[config.mk]
export PLATFORM = sky130hd
export DESIGN_NAME = dbg_seq_top
export DESIGN_NICKNAME = d
export VERILOG_FILES = /design/src/rtl/dbgseq_pkg.sv /design/src/rtl/dbgseq_ctrl.sv /design/src/rtl/dbgseq_dpath.sv /design/src/rtl/dbg_seq_top.sv
export SDC_FILE = /design/constraint.sdc
export NUM_CORES = 1
export LEC_CHECK = 0
export ABC_AREA = 1
export BUFFER_PORTS_ARGS = -buffer_cell sky130_fd_sc_hd__buf_2
export CORE_AREA = 2 2 39 41
export DETAILED_ROUTE_END_ITERATION = 6
export DIE_AREA = 0 0 41 43
export SLEW_MARGIN = 20
export SYNTH_ARGS = -nofsm -noshare
export SYNTH_HDL_FRONTEND = slang
export SYNTH_SLANG_ARGS = --single-unit
export TNS_END_PERCENT = 5
[constraint.sdc]
create_clock -name clk -period 1.85 [get_ports clk]
set_clock_uncertainty 0.15 [all_clocks]
set_input_delay 0.185 -clock clk [delete_from_list [all_inputs] [get_ports clk]]
set_output_delay 0.185 -clock clk [all_outputs]
set_load 0.05 [all_outputs]
[src/rtl/dbgseq_pkg.sv]
package dbgseq_pkg;

  localparam int unsigned CODE_W     = 3;
  localparam int unsigned NUM_STAGES = 3;

  typedef enum logic [CODE_W-1:0] {
    SEQ_IDLE  = 3'b000,
    SEQ_S1    = 3'b001,
    SEQ_S2    = 3'b010,
    SEQ_S3    = 3'b100,
    SEQ_FINAL = 3'b011
  } seqCode_e;

  // Strobes from control to datapath, at most one session strobe per cycle.
  typedef struct packed {
    logic doArm;
    logic doDisarm;
    logic doEnd;
    logic doAdvance;
    logic wrTraceEn;
    logic wrModeAlign;
  } seqStrobe_t;

  // Stage g listens to match line g.
  function automatic seqCode_e stageCode(int unsigned g);
    case (g)
      0:       stageCode = SEQ_S1;
      1:       stageCode = SEQ_S2;
      default: stageCode = SEQ_S3;
    endcase
  endfunction

  function automatic seqCode_e advanceCode(seqCode_e cur);
    case (cur)
      SEQ_S1:  advanceCode = SEQ_S2;
      SEQ_S2:  advanceCode = SEQ_S3;
      SEQ_S3:  advanceCode = SEQ_FINAL;
      default: advanceCode = cur;
    endcase
  endfunction

endpackage

[src/rtl/dbgseq_ctrl.sv]
module dbgseq_ctrl
  import dbgseq_pkg::*;
(
  input  logic                  armReq,
  input  logic                  disarmReq,
  input  logic                  intEnd,
  input  logic [NUM_STAGES-1:0] matchIn,
  input  logic                  secure,
  input  logic                  ctlWrEn,
  input  seqCode_e              curState,
  input  logic                  curArmed,
  output seqStrobe_t            strobe
);

  logic [NUM_STAGES-1:0] stageHit;
  logic                  anyHit;
  logic                  atFinal;

  // One hit per stage: its own match line while sitting in that stage.
  for (genvar g = 0; g < NUM_STAGES; g++) begin : g_stage
    assign stageHit[g] = matchIn[g] && (curState == stageCode(g));
  end

  assign anyHit  = |stageHit;
  assign atFinal = (curState == SEQ_FINAL);

  // Priority: disarm, then internal end (input or final state), then match.
  always_comb begin
    strobe             = '0;
    strobe.doDisarm    = curArmed && disarmReq;
    strobe.doEnd       = curArmed && !disarmReq && (intEnd || atFinal);
    strobe.doAdvance   = curArmed && !disarmReq && !intEnd && !atFinal && anyHit;
    strobe.doArm       = !curArmed && armReq;
    strobe.wrTraceEn   = ctlWrEn && !curArmed && !secure;
    strobe.wrModeAlign = ctlWrEn && !curArmed;
  end

endmodule

[src/rtl/dbgseq_dpath.sv]
module dbgseq_dpath
  import dbgseq_pkg::*;
#(
  parameter int unsigned MODE_W = 2
) (
  input  logic              clk,
  input  logic              rstN,
  input  seqStrobe_t        strobe,
  input  logic              ctlWrTrace,
  input  logic [MODE_W-1:0] ctlWrMode,
  input  logic              ctlWrAlign,
  output seqCode_e          curState,
  output logic              curArmed,
  output logic              traceEnQ,
  output logic [MODE_W-1:0] traceModeQ,
  output logic              trigAlignQ
);

  seqCode_e stateQ;
  logic     armedQ;

  always_ff @(posedge clk or negedge rstN) begin
    if (!rstN) begin
      stateQ <= SEQ_IDLE;
      armedQ <= 1'b0;
    end else if (strobe.doDisarm) begin
      armedQ <= 1'b0;
    end else if (strobe.doEnd) begin
      stateQ <= SEQ_IDLE;
      armedQ <= 1'b0;
    end else if (strobe.doArm) begin
      stateQ <= SEQ_S1;
      armedQ <= 1'b1;
    end else if (strobe.doAdvance) begin
      stateQ <= advanceCode(stateQ);
    end
  end

  always_ff @(posedge clk or negedge rstN) begin
    if (!rstN) begin
      traceEnQ   <= 1'b0;
      traceModeQ <= '0;
      trigAlignQ <= 1'b0;
    end else begin
      if (strobe.wrTraceEn) traceEnQ <= ctlWrTrace;
      if (strobe.wrModeAlign) begin
        traceModeQ <= ctlWrMode;
        trigAlignQ <= ctlWrAlign;
      end
    end
  end

  assign curState = stateQ;
  assign curArmed = armedQ;

endmodule

[src/rtl/dbg_seq_top.sv]
module dbg_seq_top
  import dbgseq_pkg::*;
#(
  parameter int unsigned MODE_W = 2
) (
  input  logic              clk,
  input  logic              rstN,
  input  logic              armReq,
  input  logic              disarmReq,
  input  logic              intEnd,
  input  logic [2:0]        matchIn,
  input  logic              secure,
  input  logic              ctlWrEn,
  input  logic              ctlWrTrace,
  input  logic [MODE_W-1:0] ctlWrMode,
  input  logic              ctlWrAlign,
  output logic [2:0]        stateFlags,
  output logic              armed,
  output logic              finalHit,
  output logic              traceEnable,
  output logic [MODE_W-1:0] traceMode,
  output logic              trigAlign
);

  seqStrobe_t strobe;
  seqCode_e   curState;
  logic       curArmed;

  dbgseq_ctrl ctrl_i (
    .armReq    (armReq),
    .disarmReq (disarmReq),
    .intEnd    (intEnd),
    .matchIn   (matchIn),
    .secure    (secure),
    .ctlWrEn   (ctlWrEn),
    .curState  (curState),
    .curArmed  (curArmed),
    .strobe    (strobe)
  );

  dbgseq_dpath #(.MODE_W(MODE_W)) dpath_i (
    .clk        (clk),
    .rstN       (rstN),
    .strobe     (strobe),
    .ctlWrTrace (ctlWrTrace),
    .ctlWrMode  (ctlWrMode),
    .ctlWrAlign (ctlWrAlign),
    .curState   (curState),
    .curArmed   (curArmed),
    .traceEnQ   (traceEnable),
    .traceModeQ (traceMode),
    .trigAlignQ (trigAlign)
  );

  assign stateFlags = curState;
  assign armed      = curArmed;
  assign finalHit   = curArmed && (curState == SEQ_FINAL);

endmodule

==> metrics.txt, run 1 <==
run status completed; Crit. End Element primary output; top cells by area, synth dfrtp_1 42%, nand2_1 9.4%, mux2_1 7.1%; Syn Nets 68; DR pass1 iterations 2; clock sink total 8; cells after synthesis 54; fmax 623 MHz; worst slew pin tran 252 ps; Final TNS setup 0 ps; share of cells above drive strength 1 47.6%; Net count, final 98; CTS Root Cell clkbuf_4; Overflow after GRT 0; Hold Path Depth 2; worst vdd ir 0.000573 V; Critical Setup Path Class flip-flop to primary output; dpl hpwl 790 um; Inserted Clock Buffers 3; worst skew pair latency 250 ps; Die Ht 43 um; Leak 0.000356 uW; syn avg cell area 8.83 um^2; RSZ-0062 raised after global routing false; drt via density 4.55; I/O pins 23; Final setup violation count 0; largest net degree at the start of global routing 9; startpoint types flip-flop; Final ANT Viol Nets 0; Final Max Slew Viols 0; clk buf depth 2; total track usage 13.8%; Via Count 446; Post-route DRC 0; final instance area 662 um^2; Layout area overhead 38.8%; die area 1760 um^2; I/O Buffers 22; most frequent cells in the layout 22 x buf_2, 12 x nand2_1, 8 x dfrtp_1; PD cells 1030 nW/um^2; Hold Path Class input pin to flip-flop; Max Cap Viol 0; initial DRC count 8; minimum clock period 1610 ps; final hold violation count 0; routed len/inst 9.76 um; drt total wl 956 um; Netlist Area Pre-Place 477 um^2; share of the synthesized area in the top cell type 42.0%; biggest area consumer among synthesized cells dfrtp_1; core area 1380 um^2; global-route wire length before repair 1590 um; Routability Congestion 0.691; fin crit share 86.8%; post-synthesis sequential area ratio 42.0%; Site Rows 14; Synth Register Bits 8; PnR Total Power 680 uW; fin util 47.8%; antenna diode count 0; post-synthesis cell type count 17; H-tree levels 1; CTS tree done; CP Data Arrival Time 1270 ps; relative slew slack 83.3%; initial antenna violation count 0; initial core utilization 34.4%; final hold slack 8.19 ps; dpl cell area 609 um^2; vias in the first global route 394; WP data required 1510 ps; clk slew on worst S/H paths 50 ps; Reg2Reg Depth 4; commonest non-fill, non-tap cell in the layout buf_2; critical path peak fanout 4; Die Width 41 um; Yosys Warn Count 0
==> flip-flops by register name, summed over array words and instances, names as in the netlist <==
signal              count
dpath_i.traceModeQ      2
dpath_i.trigAlignQ      1
dpath_i.curState        3
dpath_i.curArmed        1
dpath_i.traceEnQ        1
==> logic make-up (layout without fill, tap and decap cells) <==
family | count (synthesis) | after routing | share of synthesized area [%]
multiplexers | 4 | 4 | 9.45
AO/OA/AOI/OAI | 2 | 2 | 2.62
buffers and inverters | 8 | 36 | 6.30
flip-flops | 8 | 8 | 42.0
AND/OR/NAND/NOR | 32 | 32 | 39.6
==> report_power, final <==
group	leakage (uW)	internal, uW	switching (uW)
combinational	0.000244	88.6	220
clock	0.0000138	74.1	56.9
sequential	0.0000989	209	31.6
==> through the flow <==
| step | worst slack, ps | cells |
|---|---|---|
| 6_report | 244 | 98 |
| 5_1_grt | 197 | 98 |
| 4_1_cts | 241 | 98 |
| 3_5_place_dp | 406 | 92 |
| 3_3_place_gp | 464 | 92 |
| 2_1_floorplan | 179 | 54 |
==> layout make-up <==
class                      count  area (um^2)
clock buffer                   3         22.5
fill                         142          722
inverter                       8         30.0
multi-input combinational     38          249
sequential                     8          200
tap                           16         20.0
timing repair buffer          25          140
==> cell usage after synthesis <==
cell type / n
nand2_8: 1
nor2_4: 1
o31ai_1: 1
a21oi_1: 1
mux2_2: 1
nand3_2: 2
nand2_4: 2
dfrtp_1: 8
nor2_2: 3
nand2_2: 1
mux2_1: 3
nor2_1: 5
inv_2: 2
nand4_1: 1
nand3_1: 4
nand2_1: 12
inv_1: 6
==> worst max-delay path, cell delays in order, from the launching register on <==
cell     delay (ps)
dfrtp_1         400
inv_1           130
nand3_2         120
nor2_2          100
buf_2           260
==> layer usage <==
| layer | up-vias | share of wire (%) | global-route usage, % |
|---|---|---|---|
| met5 | - | 0 | 0 |
| met4 | 0 | 1.5 | 8.00 |
| met3 | 2 | 5.6 | 6.28 |
| met2 | 14 | 49 | 19.1 |
| met1 | 199 | 44 | 16.9 |
| li1 | 231 | - | - |
==> what timing repair did <==
item | 4_1_cts | 5_1_grt
buffers inserted | 0 | 0
hold buffers | 3 | 0
resized for setup | 0 | 0
setup endpoints to repair | 0 | 0
hold endpoints to repair | 10 | 0
==> path summary, 6_finish.rpt <==
check | start | to | slack [ps]
setup reg to reg | dpath_i.curArmed | dpath_i.traceEnQ | 410
min in group asynchronous | rstN | dpath_i.trigAlignQ | 150
hold reg to reg | dpath_i.trigAlignQ | dpath_i.trigAlignQ | 330
hold / removal | ctlWrMode[1] | dpath_i.traceModeQ[1] | 8
setup / recovery | dpath_i.curState[2] | finalHit | 240
max in group asynchronous | rstN | dpath_i.curState[1] | 1230
Power figures use the tool's default switching activity.
==> inputs of run 2 (changes only) <==
- REMOVE_ABC_BUFFERS: not set -> 1
==> run 2 against run 1 <==
Compared with the run above:
- clock power shrank 5%
- die area unchanged
- non-clock buffer count is 1 lower
- combinational power is essentially flat
==> metrics.txt, run 2 (synthesized netlist as in run 1, its figures left out) <==
Final Max Slew Viols 0; fill cell count 148; Leak 0.000353 uW; RSZ-0062 raised after global routing false; initial core utilization 34.4%; largest net degree at the start of global routing 9; startpoint types flip-flop; relative slew slack 82.9%; post-cts resize count 0; FF-to-FF Start dpath_i.curArmed; Inserted Clock Buffers 3; Layout area overhead 36.2%; Routability Congestion 0.726; Critical Setup Path Class flip-flop to primary output; Overflow after GRT 0; total track usage 12.1%; Die Ht 43 um; Final setup violation count 0; I/O Buffers 22; dpl cell area 607 um^2; run status completed; fin crit share 86.0%; Final ANT Viol Nets 0; Multi-input gate area 246 um^2; fin util 46.9%; H-tree levels 1; Hold Path Class input pin to flip-flop; worst vdd ir 0.000842 V; final hold slack 5.47 ps; Die Width 41 um; initial DRC count 6; Via Count 433; # hold bufs at CTS 1; worst skew pair latency 240 ps; most frequent cells in the layout 22 x buf_2, 12 x nand2_1, 8 x dfrtp_1; CTS tree done; vias in the first global route 355; minimum clock period 1590 ps; FF-to-FF setup slack 460 ps; PD cells 1030 nW/um^2; routed len/inst 8.97 um; share of cells above drive strength 1 46.9%; global-route wire length before repair 1400 um; I/O pins 23; Final TNS setup 0 ps; clk slew on worst S/H paths 50 ps; Site Rows 14; fmax 629 MHz; Post-route DRC 0; worst reg2reg path endpoint dpath_i.traceEnQ; Reg2Reg Depth 4; core area 1380 um^2; final instance area 649 um^2; critical path peak fanout 4; DR pass1 iterations 4; min-delay src ctlWrMode[1]; antenna diode count 0; drt total wl 870 um; dpl hpwl 732 um; clock sink total 8; # Post-CTS Setup Buffers 0; CTS Root Cell clkbuf_4; commonest non-fill, non-tap cell in the layout buf_2; Hold Path Depth 2; CP Data Arrival Time 1260 ps; initial antenna violation count 0; Crit. End Element primary output; Max Cap Viol 0; placed insts 92; drt via density 4.46; worst slew pin tran 258 ps; clk buf depth 2; Largest register FFs 3; die area 1760 um^2; Hold EP dpath_i.traceModeQ[1]; post-route insts no fill 97; final hold violation count 0; Sequential cell area 200 um^2; WP data required 1510 ps; Net count, final 97
==> run 2: cell count changes in the layout (fill, tap and decap cells not counted), sizes merged <==
cell         previous run  this run
dlygate4sd3             3         2
==> run 2: layout make-up <==
type,instances,share of cell area [%]
multi-input combinational,38,38.0
inverter,8,4.62
sequential,8,30.8
tap,16,3.08
timing repair buffer,24,20.0
clock buffer,3,3.47
==> run 2: worst max path at each step <==
stage | from | endpoint | depth (start not counted)
after CTS | dpath_i.curState[2] | finalHit | 4
final | dpath_i.curState[2] | finalHit | 4
after detailed placement | dpath_i.curArmed | dpath_i.traceEnQ | 4
after floorplan | dpath_i.curState[1] | finalHit | 2
after global routing | dpath_i.curState[2] | finalHit | 4
after global placement | dpath_i.curArmed | dpath_i.traceEnQ | 4
==> run 2: power breakdown <==
part	internal, uW	total (uW)	switching (uW)
Sequential	209	240	30.6
Combinational	87.1	306	219
Clock	73.7	125	51.0
==> run 2: layer usage <==
metal / up-vias / GRT usage, % / wire length [um]
met5: - / 0 / 0
met4: 0 / 4.00 / 0
met3: 0 / 6.28 / 74
met2: 17 / 16.9 / 418
met1: 191 / 15.6 / 376
li1: 225 / - / -
==> run 2: stage by stage <==
| step | power, uW | setup slack [ps] |
|---|---|---|
| floorplan | 474 | -38.3 |
| global placement | 546 | 479 |
| detailed placement | 548 | 455 |
| finish | 670 | 259 |
| global route | 710 | 173 |
| CTS | 679 | 242 |
==> run 2: worst max-delay path, cell delays in order (launching register included) <==
cell	delay (ps)
dfrtp_1	400
inv_1	120
nand3_2	120
nor2_1	110
buf_2	270
